<file path="config.mk">
export PLATFORM = sky130hd
export DESIGN_NAME = flash_op_sequencer
export DESIGN_NICKNAME = d
export VERILOG_FILES = /design/src/rtl/flash_seq_pkg.sv /design/src/rtl/flash_range_check.sv /design/src/rtl/flash_page_chunk.sv /design/src/rtl/flash_cmd_build.sv /design/src/rtl/flash_op_sequencer.sv
export SDC_FILE = /design/constraint.sdc
export NUM_CORES = 1
export LEC_CHECK = 0
export CORE_AREA = 4 4 223 225
export CTS_CLUSTER_DIAMETER = 40
export DETAILED_ROUTE_END_ITERATION = 12
export DIE_AREA = 0 0 227 229
export DONT_BUFFER_PORTS = 1
export PLACE_DENSITY_LB_ADDON = 0.12
export SETUP_SLACK_MARGIN = 0.15
export SLEW_MARGIN = 20
export SYNTH_ARGS = -nofsm -noshare
export SYNTH_HDL_FRONTEND = slang
export SYNTH_HIERARCHICAL = 1
export SYNTH_SLANG_ARGS = --single-unit
</file>
<file path="constraint.sdc">
create_clock -name clk -period 4.37 [get_ports clk]
set_input_delay 0.6555 -clock clk [delete_from_list [all_inputs] [get_ports clk]]
set_output_delay 0.6555 -clock clk [all_outputs]
set_load 0.1 [all_outputs]
</file>
<file path="src/rtl/flash_seq_pkg.sv">
`timescale 1ns/1ps
package flash_seq_pkg;

  typedef enum logic [1:0] {
    OP_READ  = 2'd0,
    OP_PROG  = 2'd1,
    OP_ERASE = 2'd2,
    OP_RSVD  = 2'd3
  } fop_e;

  typedef enum logic [1:0] {
    EC_NONE  = 2'd0,
    EC_RANGE = 2'd1,
    EC_XFER  = 2'd2,
    EC_OP    = 2'd3
  } ferr_e;

  typedef enum logic [1:0] {
    STEP_WREN = 2'd0,
    STEP_MAIN = 2'd1,
    STEP_POLL = 2'd2
  } fstep_e;

  typedef enum logic [1:0] {
    FS_IDLE  = 2'd0,
    FS_ISSUE = 2'd1,
    FS_WAIT  = 2'd2,
    FS_FIN   = 2'd3
  } fstate_e;

  localparam logic [7:0] OPC_WREN  = 8'h06;
  localparam logic [7:0] OPC_STAT  = 8'h05;
  localparam logic [7:0] OPC_SECT  = 8'h20;
  localparam logic [2:0] LANE_ONE  = 3'd0;

endpackage

</file>
<file path="src/rtl/flash_range_check.sv">
`timescale 1ns/1ps
module flash_range_check #(
  parameter int AW = 32,
  parameter int LW = 16
) (
  input  logic [AW-1:0] cap,
  input  logic [AW-1:0] base,
  input  logic [LW-1:0] len,
  output logic          span_bad,
  output logic          point_bad
);
  localparam int SW = AW + 1;

  function automatic logic [SW-1:0] span_end(input logic [AW-1:0] b, input logic [LW-1:0] n);
    return {1'b0, b} + {{(SW-LW){1'b0}}, n};
  endfunction

  logic limit_on;
  assign limit_on  = (cap != '0);
  assign span_bad  = limit_on && (span_end(base, len) > {1'b0, cap});
  assign point_bad = limit_on && (base >= cap);
endmodule

</file>
<file path="src/rtl/flash_page_chunk.sv">
`timescale 1ns/1ps
module flash_page_chunk #(
  parameter int AW         = 32,
  parameter int LW         = 16,
  parameter int PAGE_BYTES = 256
) (
  input  logic [AW-1:0] addr,
  input  logic [LW-1:0] remain,
  output logic [LW-1:0] chunk
);
  localparam int PG_LG = $clog2(PAGE_BYTES);

  function automatic logic [LW-1:0] page_room(input logic [AW-1:0] a);
    return LW'(PAGE_BYTES) - {{(LW-PG_LG){1'b0}}, a[PG_LG-1:0]};
  endfunction

  logic [LW-1:0] room;
  assign room  = page_room(addr);
  assign chunk = (remain < room) ? remain : room;
endmodule

</file>
<file path="src/rtl/flash_cmd_build.sv">
`timescale 1ns/1ps
module flash_cmd_build
  import flash_seq_pkg::*;
#(
  parameter int AW = 32,
  parameter int LW = 16
) (
  input  fstep_e        step,
  input  fop_e          op,
  input  logic [AW-1:0] cur_addr,
  input  logic [LW-1:0] chunk,
  input  logic [LW-1:0] rd_len,
  input  logic [LW-1:0] offset,
  input  logic          cfg_addr32,
  input  logic [7:0]    cfg_rd_opcode,
  input  logic [7:0]    cfg_rd_dummy,
  input  logic [2:0]    cfg_rd_lanes,
  input  logic [7:0]    cfg_pg_opcode,
  input  logic [2:0]    cfg_pg_lanes,
  output logic [7:0]    opcode,
  output logic [AW-1:0] addr,
  output logic [5:0]    addr_bits,
  output logic [7:0]    dummy,
  output logic [LW-1:0] len,
  output logic [LW-1:0] data_ofs,
  output logic          rx,
  output logic [2:0]    lanes
);
  logic [5:0] abits;
  assign abits = cfg_addr32 ? 6'd32 : 6'd24;

  always_comb begin
    opcode    = OPC_WREN;
    addr      = '0;
    addr_bits = '0;
    dummy     = '0;
    len       = '0;
    data_ofs  = '0;
    rx        = 1'b0;
    lanes     = LANE_ONE;
    unique case (step)
      STEP_POLL: begin
        opcode = OPC_STAT;
        len    = LW'(1);
        rx     = 1'b1;
      end
      STEP_MAIN: begin
        addr      = cur_addr;
        addr_bits = abits;
        unique case (op)
          OP_READ: begin
            opcode = cfg_rd_opcode;
            dummy  = cfg_rd_dummy;
            len    = rd_len;
            rx     = 1'b1;
            lanes  = cfg_rd_lanes;
          end
          OP_PROG: begin
            opcode   = cfg_pg_opcode;
            len      = chunk;
            data_ofs = offset;
            lanes    = cfg_pg_lanes;
          end
          default: opcode = OPC_SECT;
        endcase
      end
      default: ;
    endcase
  end
endmodule

</file>
<file path="src/rtl/flash_op_sequencer.sv">
`timescale 1ns/1ps
module flash_op_sequencer
  import flash_seq_pkg::*;
#(
  parameter int          AW           = 32,
  parameter int          LW           = 16,
  parameter int          PAGE_BYTES   = 256,
  parameter int          SECTOR_BYTES = 4096,
  parameter logic [7:0]  WIP_MASK     = 8'h01
) (
  input  logic          clk,
  input  logic          rst_n,
  input  logic          req_valid,
  input  logic [1:0]    req_op,
  input  logic [AW-1:0] req_addr,
  input  logic [LW-1:0] req_len,
  input  logic [AW-1:0] req_end,
  output logic          busy,
  output logic          done,
  output logic          err,
  output logic [1:0]    err_code,
  input  logic [AW-1:0] cfg_capacity,
  input  logic          cfg_addr32,
  input  logic [7:0]    cfg_rd_opcode,
  input  logic [7:0]    cfg_rd_dummy,
  input  logic [2:0]    cfg_rd_lanes,
  input  logic [7:0]    cfg_pg_opcode,
  input  logic [2:0]    cfg_pg_lanes,
  output logic          cmd_start,
  output logic [7:0]    cmd_opcode,
  output logic [AW-1:0] cmd_addr,
  output logic [5:0]    cmd_addr_bits,
  output logic [7:0]    cmd_dummy,
  output logic [LW-1:0] cmd_len,
  output logic [LW-1:0] cmd_offset,
  output logic          cmd_rx,
  output logic [2:0]    cmd_lanes,
  input  logic          cmd_done,
  input  logic          cmd_abort,
  input  logic [7:0]    cmd_status
);
  localparam int SW = AW + 1;

  fstate_e       state, nxt_state;
  fstep_e        step, nxt_step;
  ferr_e         code_q, nxt_code;
  fop_e          op_q;
  logic [AW-1:0] cur_addr, end_q;
  logic [LW-1:0] remain, len_q, offset;
  logic          load, adv_chunk, adv_sector;

  // named events for the checker
  logic ev_accept, ev_frame_ok, ev_frame_abort, flash_wip;
  assign ev_accept      = (state == FS_IDLE) && req_valid;
  assign ev_frame_ok    = (state == FS_WAIT) && cmd_done && !cmd_abort;
  assign ev_frame_abort = (state == FS_WAIT) && cmd_abort;
  assign flash_wip      = |(cmd_status & WIP_MASK);

  // request bound check and next-sector bound check
  logic          req_span_bad, req_point_bad;
  logic          sec_span_unused, sec_point_bad;
  logic [SW-1:0] nxt_sector;
  logic          sector_last;

  assign nxt_sector  = {1'b0, cur_addr} + SW'(SECTOR_BYTES);
  assign sector_last = nxt_sector >= {1'b0, end_q};

  flash_range_check #(.AW(AW), .LW(LW)) u_req_chk (
    .cap(cfg_capacity), .base(req_addr), .len(req_len),
    .span_bad(req_span_bad), .point_bad(req_point_bad)
  );

  flash_range_check #(.AW(AW), .LW(LW)) u_sec_chk (
    .cap(cfg_capacity), .base(nxt_sector[AW-1:0]), .len('0),
    .span_bad(sec_span_unused), .point_bad(sec_point_bad)
  );

  logic [LW-1:0] chunk;
  flash_page_chunk #(.AW(AW), .LW(LW), .PAGE_BYTES(PAGE_BYTES)) u_chunk (
    .addr(cur_addr), .remain(remain), .chunk(chunk)
  );

  flash_cmd_build #(.AW(AW), .LW(LW)) u_build (
    .step(step), .op(op_q), .cur_addr(cur_addr), .chunk(chunk),
    .rd_len(len_q), .offset(offset), .cfg_addr32(cfg_addr32),
    .cfg_rd_opcode(cfg_rd_opcode), .cfg_rd_dummy(cfg_rd_dummy),
    .cfg_rd_lanes(cfg_rd_lanes), .cfg_pg_opcode(cfg_pg_opcode),
    .cfg_pg_lanes(cfg_pg_lanes), .opcode(cmd_opcode), .addr(cmd_addr),
    .addr_bits(cmd_addr_bits), .dummy(cmd_dummy), .len(cmd_len),
    .data_ofs(cmd_offset), .rx(cmd_rx), .lanes(cmd_lanes)
  );

  always_comb begin
    nxt_state  = state;
    nxt_step   = step;
    nxt_code   = code_q;
    load       = 1'b0;
    adv_chunk  = 1'b0;
    adv_sector = 1'b0;
    unique case (state)
      FS_IDLE: if (req_valid) begin
        load      = 1'b1;
        nxt_code  = EC_NONE;
        nxt_state = FS_FIN;
        unique case (fop_e'(req_op))
          OP_RSVD:  nxt_code = EC_OP;
          OP_ERASE: begin
            if (req_addr >= req_end) nxt_code = EC_NONE;
            else if (req_point_bad) nxt_code = EC_RANGE;
            else begin
              nxt_state = FS_ISSUE;
              nxt_step  = STEP_WREN;
            end
          end
          default: begin
            if (req_span_bad) nxt_code = EC_RANGE;
            else if (req_len != '0) begin
              nxt_state = FS_ISSUE;
              nxt_step  = (fop_e'(req_op) == OP_READ) ? STEP_MAIN : STEP_WREN;
            end
          end
        endcase
      end
      FS_ISSUE: nxt_state = FS_WAIT;
      FS_WAIT: begin
        if (ev_frame_abort) begin
          nxt_state = FS_FIN;
          nxt_code  = EC_XFER;
        end else if (ev_frame_ok) begin
          nxt_state = FS_ISSUE;
          unique case (step)
            STEP_WREN: nxt_step = STEP_MAIN;
            STEP_MAIN: begin
              if (op_q == OP_READ) nxt_state = FS_FIN;
              else nxt_step = STEP_POLL;
            end
            default: begin
              if (flash_wip) nxt_step = STEP_POLL;
              else if (op_q == OP_PROG) begin
                adv_chunk = 1'b1;
                nxt_step  = STEP_WREN;
                if (remain == chunk) nxt_state = FS_FIN;
              end else begin
                nxt_step = STEP_WREN;
                if (sector_last) nxt_state = FS_FIN;
                else if (sec_point_bad) begin
                  nxt_state = FS_FIN;
                  nxt_code  = EC_RANGE;
                end else adv_sector = 1'b1;
              end
            end
          endcase
        end
      end
      default: nxt_state = FS_IDLE;
    endcase
  end

  always_ff @(posedge clk or negedge rst_n) begin
    if (!rst_n) begin
      state    <= FS_IDLE;
      step     <= STEP_WREN;
      code_q   <= EC_NONE;
      op_q     <= OP_READ;
      cur_addr <= '0;
      end_q    <= '0;
      remain   <= '0;
      len_q    <= '0;
      offset   <= '0;
    end else begin
      state  <= nxt_state;
      step   <= nxt_step;
      code_q <= nxt_code;
      if (load) begin
        op_q     <= fop_e'(req_op);
        cur_addr <= req_addr;
        end_q    <= req_end;
        remain   <= req_len;
        len_q    <= req_len;
        offset   <= '0;
      end else if (adv_chunk) begin
        cur_addr <= cur_addr + AW'(chunk);
        remain   <= remain - chunk;
        offset   <= offset + chunk;
      end else if (adv_sector) begin
        cur_addr <= nxt_sector[AW-1:0];
      end
    end
  end

  assign busy      = (state != FS_IDLE);
  assign cmd_start = (state == FS_ISSUE);
  assign done      = (state == FS_FIN) && (code_q == EC_NONE);
  assign err       = (state == FS_FIN) && (code_q != EC_NONE);
  assign err_code  = (state == FS_FIN) ? code_q : EC_NONE;

endmodule

</file>
Yosys cells after proc, flatten, opt, wreduce, memory -nomap -nowiden
Index checks and enable logic that the tools add are counted.
{"block": "word_totals", "regBits": 120, "input_bits": 158, "out_inout_bits": 96}
{"block": "op_classes", "addsub": 6, "order_cmp": 6, "n_eq_ne": 24, "mux": 82, "reduce_logical": 25}
{"cell": "$mux 32", "n": 4}
{"cell": "$mux 16", "n": 7}
{"cell": "$ge 32x32->1", "n": 3}
{"cell": "$pmux 16 s2", "n": 2}
{"cell": "$mux 2", "n": 31}
{"cell": "$add 32x13->33 const B", "n": 1}
{"cell": "$add 32x16->33", "n": 1}
{"cell": "$ge 33x32->1", "n": 1}
{"cell": "$gt 33x32->1", "n": 1}
{"cell": "$add 32x16->32", "n": 1}
{"cell": "$pmux 8 s2", "n": 2}
{"cell": "$reduce_bool 32->1", "n": 1}
{"cell": "$pmux 2 s2", "n": 7}
{"cell": "$ne 3x3->1 const B", "n": 9}
{"cell": "$mux 1", "n": 21}
{"cell": "$add 16x16->16", "n": 1}
{"cell": "$eq 16x16->1", "n": 1}
{"cell": "$lt 16x16->1", "n": 1}
{"cell": "$mux 8", "n": 2}
{"cell": "$reduce_bool 16->1", "n": 1}
{"cell": "$sub 16x16->16", "n": 1}
{"cell": "$mux 6", "n": 2}
{"cell": "$eq 2x2->1 const B", "n": 5}
{"cell": "$logic_not 2->1", "n": 5}
{"cell": "17 further kinds", "n": 32}

Logic depth before layout (Yosys ltp)
Gate-level depths: netlist of run 1.
{"block": "depth", "word_depth": 14, "depth_mapped": 24}

Hierarchy
Netlist of run 1, hierarchy kept.
{"mod": "flash_op_sequencer", "instances": 1, "cells_per_inst": 1160, "area_each_um2": 9750.6, "seq_area_each_um2": 3002.9}
{"mod": "flash_range_check at u_sec_chk", "instances": 1, "cells_per_inst": 368, "area_each_um2": 2702.6, "seq_area_each_um2": 0.0}
{"mod": "flash_range_check at u_req_chk", "instances": 1, "cells_per_inst": 358, "area_each_um2": 2637.5, "seq_area_each_um2": 0.0}
{"mod": "flash_cmd_build", "instances": 1, "cells_per_inst": 140, "area_each_um2": 950.9, "seq_area_each_um2": 0.0}
{"mod": "flash_page_chunk", "instances": 1, "cells_per_inst": 67, "area_each_um2": 498.0, "seq_area_each_um2": 0.0}

Worst setup path after synthesis of run 1
No wires, ideal clock.
{"block": "synth_path", "path_type": "register -> register", "from": "reg cur_addr[1]", "to": "reg cur_addr[14]", "arrival_ns": 4.526, "required_time_ns": 4.245, "path_slack_ns": -0.281, "path_stages_with_launch": 23, "n_path_buf": 1, "path_cell_list": "dfrtp_1 inv_1 ha_1 nor3b_1 nand2_1 xnor2_1 ha_1 nand2_1 nor3_1 a21oi_1 o211ai_1 buf_6 mux2_4 ha_1 fa_1 a21oi_1 nand4b_1 and3_1 o31ai_1 a21o_1 a2111oi_0 o21ai_0 mux2_4"}
{"block": "synth_between", "elab_cells_between_ends": 20, "cone_classes": "3 x add/sub; 3 x order compare; 12 x mux; 2 x reduce/logical"}
{"element": "start, declared", "line": "flash_op_sequencer.sv:48", "rtl": "logic [AW-1:0] cur_addr, end_q;"}
{"element": "start signal, assigned", "line": "flash_op_sequencer.sv:176", "rtl": "cur_addr <= req_addr;"}
{"element": "start signal, assigned", "line": "flash_op_sequencer.sv:182", "rtl": "cur_addr <= cur_addr + AW'(chunk);"}
{"element": "start signal, assigned", "line": "flash_op_sequencer.sv:186", "rtl": "cur_addr <= nxt_sector[AW-1:0];"}
{"element": "$sub 9x8->10", "line": "flash_page_chunk.sv:14", "rtl": "return LW'(PAGE_BYTES) - {{(LW-PG_LG){1'b0}}, a[PG_LG-1:0]};"}
{"element": "$lt 16x16->1", "line": "flash_page_chunk.sv:19", "rtl": "assign chunk = (remain < room) ? remain : room;"}
{"element": "$mux 16", "line": "flash_page_chunk.sv:19"}
{"element": "net chunk[0]", "line": "flash_op_sequencer.sv:78", "rtl": "logic [LW-1:0] chunk;"}
{"element": "$add 32x16->32", "line": "flash_op_sequencer.sv:182"}
{"element": "$mux 32", "line": "flash_op_sequencer.sv:181", "rtl": "end else if (adv_chunk) begin"}
{"element": "$mux 32", "line": "flash_op_sequencer.sv:174", "rtl": "if (load) begin"}
The timed path passes the listed nets, and every way through them passes these cells. The select of a mux whose other input is x is not followed.
A chain may end at the register's enable or synchronous reset.

Worst setup path in the final report of run 1
{"block": "layout_path", "from": "reg cur_addr[1]", "to": "reg cur_addr[30]"}
{"block": "layout_between", "elab_cells_between_ends": 20, "cone_classes": "3 x add/sub; 3 x order compare; 12 x mux; 2 x reduce/logical"}
{"element": "$sub 9x8->10 (*)", "line": "flash_page_chunk.sv:14"}
{"element": "$lt 16x16->1", "line": "flash_page_chunk.sv:19"}
{"element": "$mux 16 (*)", "line": "flash_page_chunk.sv:19"}
{"element": "net chunk[8]", "line": "flash_op_sequencer.sv:78"}
{"element": "$add 32x16->32 (*)", "line": "flash_op_sequencer.sv:182"}
{"element": "$mux 32 (*)", "line": "flash_op_sequencer.sv:181"}
{"element": "$mux 32 (*)", "line": "flash_op_sequencer.sv:174"}
Mark *: on every way through the listed nets, which the timed path passes. The rest lies on a longest branch. The select of a mux whose other input is x is not followed.

==> results.cfg, run 1 <==
[status]
status = finished with violations
violations = setup timing

[timing]
hold_viol = 0
relSlewSlack_pct = 26.42
period_needed_ns = 4.584
min_period_over_period_pct = 104.9
skew_ns = 0.01688
tns_ns = -3.937
rsz0062_at_grt = true
tightestPinTransition_ns = 1.103
fmax_mhz = 218.2
finalMaxSlewViolations = 0
setup_viol = 34
setup_ws_ns = -0.2138
whs_ns = 0.1165

[global_route]
grt_pass1_vias = 14870
grt_max_degree = 121
antenna_found_initial = 2
overflow = 0
grt_pass1_wl_um = 90250
grt_util_all_layers_pct = 22.76

[route]
via_count = 14730
wl_um = 60780
wire_per_inst_um = 21.68
wl_met3_um = 2508
drc = 0
drt-initial-drc-count = 889
routed-wl-met2_um = 29640
wl_met1_um = 26970
drt_first_pass_iters = 5
ant_nets = 0
topRoutingLayerUsed = met4
vias_per_cell = 5.255

[worst_setup_path]
cp.required_ns = 4.73
cp_cell_sequence = inv_2, ha_4, nor3b_4, buf_4, xor2_4, ha_1, nand2_1, nor3_2, a21oi_1, o211ai_1, buf_4, buf_4, buf_6, mux2i_4, ha_1, a21oi_1, nand4b_1, a31oi_4, or2_2, o21ai_4, a21oi_4, buf_6, a21o_1, a221oi_2
path_delay_family = compound AO/OA/AOI/OAI gates
cp-end-kind = register
critPathMaxStageDelay_ns = 0.45
path_buf_inv = 6
r2r_end = cur_addr[30]$_DFFE_PN0P_
arrival_ns = 4.94
cp_max_fo = 5
worst_path_max_delay_cell = dfrtp_2
reg2reg_setup_slack_ns = -0.21
worst-setup-path-type = reg2reg
rr_worst_depth = 24
startpoint_type = register
r2r_start = cur_addr[1]$_DFFE_PN0P_
cp_common_cell = buf_4

[place]
io_buffers = 0
dp_hpwl_um = 48630
gp_congestion = 0.9055
placed_cell_area_um2 = 18000
dp_slack_ns = -0.7968
dp.cells = 2728

[floorplanning]
rows = 80
die_area_um2 = 51980
initial_core_util_pct = 30.87
fp.dieH_um = 229
io_pins = 254
die_x_um = 227
core_area_um2 = 47550

[synthesis]
syn_area_per_cell_um2 = 7.948
syn_inst = 1847
yosysWarnings = 6
synth.cell_area_um2 = 14680

[clock_tree]
clk_latency_ns = 0.45
htree_num_levels = 4
cts_root_buf = clkbuf_16
cts_tree = yes
clock-sinks = 120
clockBufferDepth = 2
cts_buffers = 17
clk_pin_slew_worst_paths_ns = 0.06

[final_layout]
fin_cells = 2804
areaGrowthSynthToFinish_pct = 35.91
fillers = 4829
post-route-util_pct = 41.96
drive_gt1_share_pct = 28.38
final_nets = 2571
final_area_um2 = 19950

[power_and_ir_drop]
powerDensity_nw_per_um2 = 740.2
fin_total_pwr_mw = 14.77
p_leak_nw = 9.525
ir_worst_vdd_mv = 0.5222

[run]
max_cap_viol_count = 0

[worst_hold_path]
hp-class = in2async
-- what timing repair did --
item,in CTS,in global routing
cloned,0,0
setup endpoints to repair,56,58
pin swaps,77,64
resized for setup,117,94
endpoints found under the hold margin,120,0
setup buffers,27,15
hold buffers,1,0
-- report_power, final --
| part | internal [mW] | leakage [nW] | switching [mW] | total (mW) |
|---|---|---|---|---|
| Combinational | 4.84 | 7.76 | 6.54 | 11.4 |
| Clock | 0.841 | 0.273 | 0.614 | 1.45 |
| Sequential | 1.57 | 1.49 | 0.361 | 1.93 |
-- sequential cells by signal, indices dropped and copies added, names as in the netlist --
register  flops
cur_addr     32
end_q        32
len_q        16
offset       16
remain       16
code_q        2
op_q          2
state         2
step          2
-- layer usage --
layer	global-route usage (%)	up-vias
met5	0	-
met4	6.222	0
met3	3.496	67
met2	39.28	292
met1	29.55	7079
li1	-	7296
-- layout by cell type (no fill, tap or decap), types with 46 or more instances in the layout --
| cell | n |
|---|---|
| buf_4 | 322 |
| ha_1 | 215 |
| inv_1 | 191 |
| nand2_1 | 181 |
| dfrtp_1 | 116 |
| o21ai_0 | 87 |
| a21oi_1 | 83 |
| nor2_1 | 82 |
| and2_1 | 61 |
| a21o_1 | 48 |
| xnor2_1 | 46 |
| nand3_1 | 46 |
-- cell type report --
class                           count  area [um2]  share of cell area (%)
Tap cell                          615       769.5                   3.857
Inverter                          197       739.5                   3.706
Multi-Input combinational cell   1472       11820                   59.23
Timing Repair Buffer              367        3035                   15.21
Sequential cell                   120        3008                   15.08
Clock inverter                     14       148.9                  0.7463
Clock buffer                       18       429.2                   2.151
Antenna cell                        1       2.502                 0.01254
-- worst max-delay path by stage --
stage / startpoint / to / slack (ns) / cells past startpoint
floorplan: cur_addr[0]$_DFFE_PN0P_ / cur_addr[14]$_DFFE_PN0P_ / -0.02 / 22
global placement: req_addr[1] / step[0]$_DFFE_PN0P_ / -0.70 / 21
detailed placement: req_addr[1] / step[0]$_DFFE_PN0P_ / -0.80 / 21
CTS: cur_addr[1]$_DFFE_PN0P_ / cur_addr[22]$_DFFE_PN0P_ / -0.19 / 23
global route: cur_addr[2]$_DFFE_PN0P_ / cur_addr[28]$_DFFE_PN0P_ / -0.51 / 21
finish: cur_addr[1]$_DFFE_PN0P_ / cur_addr[30]$_DFFE_PN0P_ / -0.21 / 24
(Power assumes the default switching activity.)
==> run 2, diff against run 1 <==
Settings changed: CORE_AREA 4 4 223 225 to 8 8 227 229, DIE_AREA 0 0 227 229 to 0 0 235 237.
==> run 2 against run 1 <==
  * The flow still finishes with violations (setup timing)
  * Wire length rose by 0.55%
  * Sequential power rose by 2%
  * Via count fell by 0.90%
  * Combinational power rose by 4%
  * Clock skew rose by 0.0015 ns
  * Utilization fell by 0.22 points
==> results.cfg, run 2 (synthesized netlist as in run 1, its figures left out) <==
[clock_tree]
clockBufferDepth = 2
clock-sinks = 120
cts_tree = yes
cts_root_buf = clkbuf_16
clk_latency_ns = 0.45
cts_buffers = 17
htree_num_levels = 4
clk_pin_slew_worst_paths_ns = 0.06

[worst_setup_path]
reg2reg_setup_slack_ns = -0.34
cp.required_ns = 4.69
cp-end-kind = register
worst-setup-path-type = reg2reg
arrival_ns = 5.03
cp_max_fo = 4
startpoint_type = register

[floorplanning]
die_area_um2 = 55700
initial_core_util_pct = 30.49
io_pins = 254
rows = 81
die_x_um = 235
core_area_um2 = 48140
fp.dieH_um = 237

[global_route]
antenna_found_initial = 5
grt_pass1_vias = 14870
grt_util_all_layers_pct = 21.35
overflow = 0
grt_max_degree = 121
grt_pass1_wl_um = 91880

[final_layout]
antenna-diode-count = 0
areaGrowthSynthToFinish_pct = 36.90
final_nets = 2540
final_area_um2 = 20100
final_cell_mix = buf_4 (275), ha_1 (204), inv_1 (190)
drive_gt1_share_pct = 28.74
top_regs = cur_addr x32, end_q x32
final_common_cell = buf_4

[timing]
finalMaxSlewViolations = 0
skew_ns = 0.01833
period_needed_ns = 4.709
min_period_over_period_pct = 107.7
rsz0062_at_grt = true
whs_ns = 0.1344
relSlewSlack_pct = 27.89
tightestPinTransition_ns = 1.081
setup_viol = 37
setup_ws_ns = -0.3386
fmax_mhz = 212.4
hold_viol = 0

[route]
drt_first_pass_iters = 5
drc = 0
drt-initial-drc-count = 749
vias_per_cell = 5.254
wl_um = 61110
wire_per_inst_um = 21.99
via_count = 14600
ant_nets = 0

[place]
gp_congestion = 0.8935
placed_cell_area_um2 = 17720
dp_slack_ns = -0.8162
dp_hpwl_um = 49360
io_buffers = 0

[run]
max_cap_viol_count = 0

[status]
status = finished with violations
violations = setup timing

[power_and_ir_drop]
powerDensity_nw_per_um2 = 765.2
ir_worst_vdd_mv = 0.4861
p_leak_nw = 9.436

[worst_hold_path]
hp-class = in2async
## run 2: changes by cell type in the layout (fill, tap and decap cells not counted), sizes merged
cell	change
buf	-31
bufinv	+1
clkbuf	+1
clkinv	-4
diode	-1
inv	+2
## run 2: stage by stage
| step | total power, mW | util (%) | TNS (ns) | cells |
|---|---|---|---|---|
| global placement | 11.72 | 36.81 | -11.39 | 2695 |
| detailed placement | 11.79 | 36.81 | -13.09 | 2695 |
| global route | 16.51 | 41.74 | -20.46 | 2779 |
| floorplan | 8.413 | - | -0.01753 | 1855 |
| CTS | 14.16 | 39.73 | -9.204 | 2751 |
| finish | 15.38 | 41.74 | -6.762 | 2779 |
## run 2: timing repair
action	CTS	global route
resized for setup	128	157
setup endpoints to repair	54	65
hold buffers	1	0
endpoints found under the hold margin	120	0
pin swaps	69	102
buffers inserted	23	28
## run 2: cell type report
type / count / area, um2
timing repair buffer: 336 / 2889
clock inverter: 13 / 168.9
sequential: 120 / 3008
clock buffer: 19 / 432.9
tap: 622 / 778.2
inverter: 197 / 749.5
fill: 4857 / 28040
multi-input combinational: 1472 / 12070
## run 2: layer usage
layer	vias up	track usage, %	wire length [um]
li1	7237	-	-
met1	7010	25.54	25930
met2	287	37.44	30390
met3	66	5.022	3116
met4	2	6.749	1657
met5	-	0	13
## run 2: power breakdown
part	internal [mW]	leakage [nW]	switching, mW
clock network	0.903	0.281	0.608
logic	5.18	7.66	6.72
registers	1.57	1.49	0.397
## run 2: worst max-delay path, cell delays in order, from the launching register on
cell and delay (ns):
dfrtp_2 0.43, buf_6 0.13, inv_4 0.04, ha_4 0.11, nor3b_4 0.21, nand2_2 0.10, xnor2_2 0.15, ha_1 0.29
nand2_2 0.06, nor3_2 0.17, a21oi_2 0.08, o211ai_1 0.19, buf_4 0.21, mux2_4 0.34, buf_6 0.13, ha_4 0.15
fa_2 0.36, nor2b_4 0.13, o21a_1 0.18, o21ai_2 0.09, a211oi_2 0.28, o21a_1 0.22, o41a_1 0.21, mux2i_1 0.19
o211ai_1 0.11
## run 2: path summary, 6_finish.rpt
| check | from | end | cells past startpoint |
|---|---|---|---|
| worst max-delay path | cur_addr[0]$_DFFE_PN0P_ | remain[14]$_DFFE_PN0P_ | 24 |
| max in group asynchronous | rst_n | cur_addr[1]$_DFFE_PN0P_ | 1 |
| worst max register to register | cur_addr[0]$_DFFE_PN0P_ | remain[14]$_DFFE_PN0P_ | 24 |
| min in group clk | req_end[0] | end_q[0]$_DFFE_PN0P_ | 2 |
| worst min-delay path | rst_n | cur_addr[24]$_DFFE_PN0P_ | 1 |
| worst min register to register | len_q[10]$_DFFE_PN0P_ | len_q[10]$_DFFE_PN0P_ | 2 |
==> run 3, diff against run 2 <==
Settings changed: SKIP_LAST_GASP set to 1.
==> run 3 against run 2 <==
  * The flow still finishes with violations (setup timing)
  * Register-to-register slack about the same
  * Maximum frequency increased by 0.12%
  * Non-clock buffer count unchanged
  * Critical path depth unchanged
  * Die area unchanged
  * First-iteration DRC count decreased by 6.1%
  * Sequential share of layout area increased by 0.063 points
  * Critical path type unchanged
  * Final area decreased by 0.42%
  * Via count increased by 0.27%
  * Power decreased by 0.49%
  * Worst setup slack improved by 0.0058 ns
  * Wire length about the same
==> results.cfg, run 3 (synthesized netlist as in run 1, its figures left out) <==
[timing]
fmax_mhz = 212.6
setup_ws_ns = -0.3329
setup_viol = 37
finalMaxSlewViolations = 0
relSlewSlack_pct = 27.89
min_period_over_period_pct = 107.6
hold_viol = 0
tightestPinTransition_ns = 1.081
period_needed_ns = 4.703
skew_ns = 0.01843
whs_ns = 0.1338
rsz0062_at_grt = true

[place]
dp_hpwl_um = 49360
gp_congestion = 0.8935
placed_cell_area_um2 = 17720
io_buffers = 0
dp_slack_ns = -0.8162

[floorplanning]
io_pins = 254
fp.dieH_um = 237
die_area_um2 = 55700
core_area_um2 = 48140
die_x_um = 235
initial_core_util_pct = 30.49
rows = 81

[clock_tree]
cts_root_buf = clkbuf_16
cts_tree = yes
htree_num_levels = 4
cts_buffers = 17
clk_pin_slew_worst_paths_ns = 0.06
clock-sinks = 120
clockBufferDepth = 2
clk_latency_ns = 0.45

[global_route]
grt_pass1_wl_um = 91890
grt_pass1_vias = 14870
grt_max_degree = 121
overflow = 0
grt_util_all_layers_pct = 21.35
antenna_found_initial = 5

[final_layout]
fillers = 4867
final_nets = 2540
final_common_cell = buf_4
final_area_um2 = 20010
top_regs = cur_addr x32, end_q x32
drive_gt1_share_pct = 28.47
final_cell_mix = buf_4 (282), ha_1 (204), inv_1 (190)
antenna-diode-count = 0
areaGrowthSynthToFinish_pct = 36.33

[power_and_ir_drop]
ir_worst_vdd_mv = 0.4814
fin_total_pwr_mw = 15.30
p_leak_nw = 9.422
powerDensity_nw_per_um2 = 764.6

[status]
violations = setup timing
status = finished with violations

[route]
wire_per_inst_um = 22.01
vias_per_cell = 5.269
drc = 0
via_count = 14640
ant_nets = 0
wl_um = 61150
drt-initial-drc-count = 703
drt_first_pass_iters = 5

[worst_setup_path]
cp_cell_sequence = buf_6, inv_4, ha_4, nor3b_4, nand2_2, xnor2_2, ha_1, nand2_2, nor3_2, a21oi_2, o211ai_1, buf_4, mux2_4, buf_6, ha_4, fa_2, nor2b_4, o21a_1, o21ai_2, a211oi_2, o21a_1, o41a_1, mux2i_1, o211ai_1
cp_max_fo = 4
cp.required_ns = 4.69
startpoint_type = register
critPathMaxStageDelay_ns = 0.43
arrival_ns = 5.03
worst_path_max_delay_cell = dfrtp_2
worst-setup-path-type = reg2reg
cp-end-kind = register

[worst_hold_path]
hp-class = in2async

[run]
max_cap_viol_count = 0
[run 3: cell counts in the layout (fill, tap and decap cells not counted)]
No cell type changed its count.
[run 3: stage by stage]
stage | cells | utilization, % | setup TNS [ns]
after global placement | 2695 | 36.81 | -11.39
after global routing | 2779 | 41.57 | -20.81
after detailed placement | 2695 | 36.81 | -13.09
after floorplan | 1855 | - | -0.01753
after CTS | 2751 | 39.72 | -9.211
final | 2779 | 41.57 | -6.873
[run 3: worst paths after layout]
kind	start	end	slack [ns]	depth (start not counted)
max	cur_addr[0]$_DFFE_PN0P_	remain[14]$_DFFE_PN0P_	-0.33	24
min	rst_n	cur_addr[24]$_DFFE_PN0P_	0.13	1
max reg2reg	cur_addr[0]$_DFFE_PN0P_	remain[14]$_DFFE_PN0P_	-0.33	24
min reg2reg	len_q[10]$_DFFE_PN0P_	len_q[10]$_DFFE_PN0P_	0.48	2
max in group asynchronous	rst_n	cur_addr[1]$_DFFE_PN0P_	3.61	1
min in group clk	req_end[0]	end_q[0]$_DFFE_PN0P_	0.32	2
[run 3: critical path, delay by kind of cell, from the launching register on]
family	cells	cell delay, ns
muxes	2	0.54
DFF	1	0.43
AOI/OAI and AO/OA	8	1.35
and+or+nand+nor	5	0.67
adders and majority gates	4	0.91
xor gates and xnor gates	1	0.15
buffers and inverters	4	0.51
[run 3: final cells by class]
| cell class | instances | area, um2 | area share (%) |
|---|---|---|---|
| Sequential cell | 120 | 3008 | 15.03 |
| Tap cell | 622 | 778.2 | 3.889 |
| Inverter | 197 | 749.5 | 3.745 |
| Timing Repair Buffer | 336 | 2863 | 14.31 |
| Multi-Input combinational cell | 1472 | 12010 | 60.02 |
| Clock buffer | 19 | 432.9 | 2.163 |
| Clock inverter | 13 | 168.9 | 0.8441 |
[run 3: power breakdown]
| group | switching (mW) | internal, mW | total (mW) |
|---|---|---|---|
| registers | 0.397 | 1.57 | 1.97 |
| logic | 6.68 | 5.14 | 11.8 |
| clock network | 0.611 | 0.903 | 1.51 |
[run 3: per-layer routing]
metal / up-vias / routed length, um / GRT usage, %
met2: 294 / 30410 / 37.44
met4: 2 / 1651 / 6.749
li1: 7236 / - / -
met5: - / 13 / 0
met3: 66 / 3194 / 5.022
met1: 7044 / 25880 / 25.54
[run 3: what timing repair did]
item                                    4_1_cts  5_1_grt
pin swaps                                    68      102
buffers inserted                             23       28
gates resized for setup                     127      140
hold endpoints to repair                    120        0
endpoints found under the setup margin       54       65
hold buffers                                  1        0
